File: config.mk
export PLATFORM = sky130hd
export DESIGN_NAME = exc_vector_sel
export DESIGN_NICKNAME = d
export VERILOG_FILES = /design/src/rtl/exc_pkg.sv /design/src/rtl/exc_dec_watch.sv /design/src/rtl/exc_req_gate.sv /design/src/rtl/exc_pick.sv /design/src/rtl/exc_vector_sel.sv
export SDC_FILE = /design/constraint.sdc
export NUM_CORES = 1
export LEC_CHECK = 0
export CELL_PAD_IN_SITES_DETAIL_PLACEMENT = 1
export CELL_PAD_IN_SITES_GLOBAL_PLACEMENT = 2
export CORE_MARGIN = 3
export CORE_UTILIZATION = 15
export CTS_CLUSTER_DIAMETER = 30
export DETAILED_ROUTE_END_ITERATION = 10
export MAX_ROUTING_LAYER = met4
export PLACE_DENSITY_LB_ADDON = 0.1
export SLEW_MARGIN = 20
export SYNTH_ARGS = -nofsm -noshare
export SYNTH_HDL_FRONTEND = slang
export SYNTH_SLANG_ARGS = --single-unit
File: constraint.sdc
create_clock -name clk -period 6.3 [get_ports clk]
set_input_delay 0.63 -clock clk [delete_from_list [all_inputs] [get_ports clk]]
set_output_delay 0.63 -clock clk [all_outputs]
set_load 0.01 [all_outputs]
File: src/rtl/exc_pkg.sv
package exc_pkg;

    localparam int NSRC   = 15;
    localparam int SYNC_W = 6;
    localparam int OFS_W  = 20;
    localparam int VEC_W  = 32;
    localparam logic [VEC_W-1:0] HIGH_BASE = 32'hFFF0_0000;

    // Enum value equals priority rank: lower value wins.
    typedef enum logic [3:0] {
        SRC_RESET = 4'd0,
        SRC_MCHK  = 4'd1,
        SRC_IABR  = 4'd2,
        SRC_ISI   = 4'd3,
        SRC_PROG  = 4'd4,
        SRC_FPU   = 4'd5,
        SRC_SC    = 4'd6,
        SRC_ALIGN = 4'd7,
        SRC_DSI   = 4'd8,
        SRC_EXT   = 4'd9,
        SRC_SMI   = 4'd10,
        SRC_THERM = 4'd11,
        SRC_PMON  = 4'd12,
        SRC_DEC   = 4'd13,
        SRC_TRACE = 4'd14,
        SRC_NONE  = 4'd15
    } src_e;

    typedef struct packed {
        logic ee;
        logic me;
        logic se;
        logic be;
        logic ip;
    } msr_bits_t;

    typedef struct packed {
        logic valid;
        src_e src;
    } pick_t;

    function automatic logic [OFS_W-1:0] src_offset(src_e s);
        case (s)
            SRC_RESET: return 20'h00100;
            SRC_MCHK:  return 20'h00200;
            SRC_DSI:   return 20'h00300;
            SRC_ISI:   return 20'h00400;
            SRC_EXT:   return 20'h00500;
            SRC_ALIGN: return 20'h00600;
            SRC_PROG:  return 20'h00700;
            SRC_FPU:   return 20'h00800;
            SRC_DEC:   return 20'h00900;
            SRC_SC:    return 20'h00C00;
            SRC_TRACE: return 20'h00D00;
            SRC_PMON:  return 20'h00F00;
            SRC_IABR:  return 20'h01300;
            SRC_SMI:   return 20'h01400;
            SRC_THERM: return 20'h01700;
            default:   return '0;
        endcase
    endfunction

endpackage

File: src/rtl/exc_dec_watch.sv
module exc_dec_watch #(
    parameter int DEC_W = 32
) (
    input  logic             clk,
    input  logic             rst,
    input  logic [DEC_W-1:0] dec_value,
    input  logic             dec_taken,
    output logic             dec_req
);
    localparam int MSB = DEC_W - 1;

    logic msb_prev_q;
    logic pend_q;
    logic rise;

    assign rise    = ~msb_prev_q & dec_value[MSB];
    assign dec_req = pend_q | rise;

    always_ff @(posedge clk) begin
        if (rst) begin
            msb_prev_q <= 1'b1;
            pend_q     <= 1'b0;
        end else begin
            msb_prev_q <= dec_value[MSB];
            pend_q     <= (pend_q | rise) & ~dec_taken;
        end
    end
endmodule

File: src/rtl/exc_req_gate.sv
module exc_req_gate
    import exc_pkg::*;
(
    input  logic              por,
    input  logic              hard_rst,
    input  logic              soft_rst,
    input  logic              bus_err,
    input  logic              mcheck,
    input  logic              addr_dbe,
    input  logic              data_dbe,
    input  logic              l2_dbe,
    input  logic              ext_irq,
    input  logic              smgmt_irq,
    input  logic              thermal_hot,
    input  logic              pmon_limit,
    input  logic              pmon_int_en,
    input  logic              dec_req,
    input  logic              instr_done,
    input  logic              instr_is_sync,
    input  logic              branch_done,
    input  logic              iabr_hit,
    input  logic [SYNC_W-1:0] sync_fault,
    input  msr_bits_t         msr,
    output logic [NSRC-1:0]   req,
    output logic              mc_blocked
);
    logic mc_raw;
    logic trace_ev;

    assign mc_raw   = bus_err | mcheck | addr_dbe | data_dbe | l2_dbe;
    assign trace_ev = instr_done & ~instr_is_sync &
                      (msr.se | (branch_done & msr.be));

    always_comb begin
        req = '0;
        req[int'(SRC_RESET)] = por | hard_rst | soft_rst;
        req[int'(SRC_MCHK)]  = mc_raw & msr.me;
        req[int'(SRC_IABR)]  = iabr_hit;
        for (int i = 0; i < SYNC_W; i++) begin
            req[int'(SRC_ISI) + i] = sync_fault[i];
        end
        req[int'(SRC_EXT)]   = ext_irq & msr.ee;
        req[int'(SRC_SMI)]   = smgmt_irq & msr.ee;
        req[int'(SRC_THERM)] = thermal_hot & msr.ee;
        req[int'(SRC_PMON)]  = pmon_limit & pmon_int_en;
        req[int'(SRC_DEC)]   = dec_req & msr.ee;
        req[int'(SRC_TRACE)] = trace_ev;
    end

    assign mc_blocked = mc_raw & ~msr.me;
endmodule

File: src/rtl/exc_pick.sv
module exc_pick
    import exc_pkg::*;
(
    input  logic [NSRC-1:0] req,
    output pick_t           win
);
    always_comb begin
        win.valid = 1'b0;
        win.src   = SRC_NONE;
        for (int i = NSRC - 1; i >= 0; i--) begin
            if (req[i]) begin
                win.valid = 1'b1;
                win.src   = src_e'(i[3:0]);
            end
        end
    end
endmodule

File: src/rtl/exc_vector_sel.sv
module exc_vector_sel
    import exc_pkg::*;
#(
    parameter int DEC_W = 32
) (
    input  logic                 clk,
    input  logic                 rst,
    input  logic                 por_in,
    input  logic                 hard_reset_in,
    input  logic                 soft_reset_in,
    input  logic                 bus_err_in,
    input  logic                 mcheck_in,
    input  logic                 addr_dbe_in,
    input  logic                 data_dbe_in,
    input  logic                 l2_dbe_in,
    input  logic                 ext_irq_in,
    input  logic                 smgmt_irq_in,
    input  logic                 thermal_hot_in,
    input  logic                 pmon_limit_in,
    input  logic                 pmon_int_en_in,
    input  logic [DEC_W-1:0]     dec_value_in,
    input  logic                 instr_done_in,
    input  logic                 instr_is_sync_in,
    input  logic                 branch_done_in,
    input  logic                 iabr_hit_in,
    input  logic [SYNC_W-1:0]    sync_fault_in,
    input  logic                 msr_ee_in,
    input  logic                 msr_me_in,
    input  logic                 msr_se_in,
    input  logic                 msr_be_in,
    input  logic                 msr_ip_in,
    output logic                 exc_take_out,
    output logic [VEC_W-1:0]     exc_vector_out,
    output logic                 checkstop_out
);
    msr_bits_t        msr;
    logic [NSRC-1:0]  req;
    logic             mc_blocked;
    logic             dec_req;
    pick_t            win;
    logic             halt;
    logic             fire;
    logic             dec_taken;
    logic [VEC_W-1:0] vec_next;

    logic             take_q;
    logic             stop_q;
    logic [VEC_W-1:0] vec_q;

    always_comb begin
        msr.ee = msr_ee_in;
        msr.me = msr_me_in;
        msr.se = msr_se_in;
        msr.be = msr_be_in;
        msr.ip = msr_ip_in;
    end

    exc_dec_watch #(.DEC_W(DEC_W)) u_dec (
        .clk       (clk),
        .rst       (rst),
        .dec_value (dec_value_in),
        .dec_taken (dec_taken),
        .dec_req   (dec_req)
    );

    exc_req_gate u_gate (
        .por           (por_in),
        .hard_rst      (hard_reset_in),
        .soft_rst      (soft_reset_in),
        .bus_err       (bus_err_in),
        .mcheck        (mcheck_in),
        .addr_dbe      (addr_dbe_in),
        .data_dbe      (data_dbe_in),
        .l2_dbe        (l2_dbe_in),
        .ext_irq       (ext_irq_in),
        .smgmt_irq     (smgmt_irq_in),
        .thermal_hot   (thermal_hot_in),
        .pmon_limit    (pmon_limit_in),
        .pmon_int_en   (pmon_int_en_in),
        .dec_req       (dec_req),
        .instr_done    (instr_done_in),
        .instr_is_sync (instr_is_sync_in),
        .branch_done   (branch_done_in),
        .iabr_hit      (iabr_hit_in),
        .sync_fault    (sync_fault_in),
        .msr           (msr),
        .req           (req),
        .mc_blocked    (mc_blocked)
    );

    exc_pick u_pick (
        .req (req),
        .win (win)
    );

    // A disabled machine check stops vectoring unless a reset is requested.
    assign halt      = mc_blocked & ~req[int'(SRC_RESET)];
    // The cycle after a take is a holdoff cycle while the core redirects.
    assign fire      = win.valid & ~take_q & ~halt;
    assign dec_taken = fire & (win.src == SRC_DEC);
    assign vec_next  = {{(VEC_W-OFS_W){1'b0}}, src_offset(win.src)} |
                       (msr.ip ? HIGH_BASE : '0);

    always_ff @(posedge clk) begin
        if (rst) begin
            take_q <= 1'b0;
            stop_q <= 1'b0;
            vec_q  <= '0;
        end else begin
            take_q <= fire;
            stop_q <= halt;
            vec_q  <= fire ? vec_next : '0;
        end
    end

    assign exc_take_out   = take_q;
    assign checkstop_out  = stop_q;
    assign exc_vector_out = vec_q;
endmodule

==> flow_summary.toml <==
[grt]
antenna_found_initial = 0
grt_pass1_wl_um = 4700
grt_usage_pct = 7.88
grt_overflow_total = 0
grt_pass1_vias = 985
grt_max_degree = 13

[worst_setup_path]
cpMaxStageDelayCell = "clkdlybuf4s50_1"
crit_end = "exc_vector_out[8]"
critPathLaunch = "sync_fault_in[2]"
worst_r2r_path_depth = 9
crit_type = "input pin to register"
crit_path_end_kind = "register"
r2r_setup_slack_ns = 3.82
crit_fanout = 6
path_cells = "clkdlybuf4s50_1 > nor3_1 > nand2_1 > a211o_1 > and2_2 > o21ai_0 > ha_1 > or2b_1 > o22ai_1 > o32ai_1 > a311oi_1"
cp.required_ns = 6.36
worstPathArrival_ns = 3.28
cp_slowest_stage_delay_ns = 0.53
start_kind = "input pin"
r2r-end = "exc_vector_out[10]"
reg2reg_from = "u_dec.msb_prev_q"

[logic_synthesis]
syn_area_um2 = 997
yosysUniqueCellTypes = 45
ys.warnings.count = 0
synth_common_cells = "26 x buf_4, 10 x dfxtp_1, 8 x nor2_1, 8 x o21ai_0, 6 x ha_1"
ys.flop_type = "dfxtp_1"
yosysSeqAreaShare_pct = 20.1
synth.top_cell.area_share_pct = 20.1
synth_edf_count = 0
postSynth.asyncResetShare_pct = 0
yosys_register_bits = 10
synth.most_common_cell = "buf_4"
avgSynthCellArea_um2 = 8.45
syn_inst = 118
synth_area_leaders = "dfxtp_1 20%, buf_4 20%, ha_1 7.5%"
yosysTopAreaCell = "dfxtp_1"

[timing]
fmax_ghz = 0.311
holdWs_ns = 0.544
drv_slew = 0
fin_crit_sh_pct = 51.0
finalHoldViolations = 0
rsz0062_at_grt = "no"
worstMarginPinSlew_ns = 0.619
setup_viol = 0
setup_tns_ns = 0
finalCriticalPeriod_ns = 3.21
setup_ws_ns = 3.09
final.setup_skew_ns = 0.000805
relSlewSlack_pct = 58.4

[final_layout]
syn_to_final_growth_pct = 50.1
multi_input_area_um2 = 651
insertedDiodeCount = 0
ff_latch_area_um2 = 200
nets = 228
design_area_um2 = 1500
final_util_pct = 23.4
drive_gt1_share_pct = 10.7
fill_cells = 748

[routing]
wl_per_cell_um = 12.7
drcViolationCount = 0
vias = 953
drt_iter0_markers = 17
viasPerCell = 4.04
detail-route-antenna-nets = 0
dr.pass1.iters = 2
wl_um = 3010

[clock_tree]
cts.clk_slew.worst_paths_ns = 0.05
clkSinkCount = 10
cts.repair.resized = 0
cts_made_buffers = 3
ctsHtreeMaxLevel = 1
cts_tree = "built"
clk_path_buf_depth = 2
cts-hold-fix-buffers = 0
cts_setup_buffers = 0
clk-insertion-delay-late_ns = 0.23
cts_root_buffer = "clkbuf_8"

[place]
dp_hpwl_um = 2640
post-place-ws_ns = 2.81
port_buffers = 49
gp_congestion = 0.692
dpl_cell_area_um2 = 1440

[floorplanning]
ios = 96
die_w_um = 87.5
coreArea_um2 = 6390
start_util_pct = 15.6
die_h_um = 87.5
dieArea_um2 = 7660
row_count = 29

[power]
powerDensity_nw_per_um2 = 145
irDropWorstVdd_uv = 57.1
power_leakage_nw = 0.537

[min_path]
hold_start = "u_dec.pend_q"
min_path_type = "register to register"

[run]
drv_cap = 0

[status]
status = "completed"
through the flow:
stage	total power [mW]	instances
2_1_floorplan	0.109	132
3_3_place_gp	0.138	232
3_5_place_dp	0.138	232
4_1_cts	0.219	236
5_1_grt	0.229	236
6_report	0.216	236
report_power, final:
part           switching, mW  total, mW  internal (mW)
registers            0.00191     0.0679         0.0660
clock network         0.0253     0.0803         0.0550
logic                 0.0314     0.0682         0.0368
total                 0.0586      0.216          0.158
cell usage in the layout (no fill, tap or decap), types with 2 or more instances in the layout:
master	netlist	final
a21oi_1	2	2
a31oi_1	2	2
clkdlybuf4s50_1	0	49
conb_1	1	15
o22ai_1	2	2
dfxtp_1	10	10
nor2_1	8	8
nand2b_1	2	2
a311oi_1	3	3
clkbuf_8	0	4
nor3_1	3	3
o21a_1	3	3
nor4_1	2	2
or2_2	2	2
nand2_1	5	5
o31a_1	2	2
ha_1	6	6
nor2b_1	4	4
o21ai_0	8	8
how the worst min path moves through the flow:
stage	to	slack (ns)	depth (start not counted)
floorplan	u_dec.pend_q	0.49	2
global placement	u_dec.pend_q	0.55	2
detailed placement	u_dec.pend_q	0.55	2
CTS	u_dec.pend_q	0.55	2
global route	u_dec.pend_q	0.60	2
finish	u_dec.pend_q	0.54	2
cells by family after synthesis:
logic type | count (synthesis) | share of synthesized area (%)
and+or+nand+nor | 40 | 25.1
adders and majority gates | 6 | 7.53
other | 1 | 0.376
DFF | 10 | 20.1
buffers and inverters | 27 | 19.9
AOI/OAI and AO/OA | 34 | 27.0
flip-flops by register name, indices dropped and copies added (netlist names):
signal            cells
exc_vector_out        6
exc_take_out          1
u_dec.pend_q          1
u_dec.msb_prev_q      1
checkstop_out         1
layer usage:
layer  global-route usage (%)  routed length (um)
met1                     9.48                1310
met2                     13.6                1520
met3                    0.941                 141
met4                     2.51                  34
met5                        -                   0
critical path, delay by kind of cell:
family / cells / cell delay [ns]
AOI/OAI and AO/OA: 5 / 1.13
and+or+nand+nor: 4 / 0.75
buffers and inverters: 1 / 0.53
adders and majority gates: 1 / 0.22
final cells by class:
type,instances,share of cell area (%)
inverters,1,0.251
flip-flops and latches,10,13.4
multi-input cells,95,43.5
well taps,77,6.44
clock buffers,4,3.68
repair buffers,49,32.8
No activity file was read; power rests on OpenSTA's default activity.
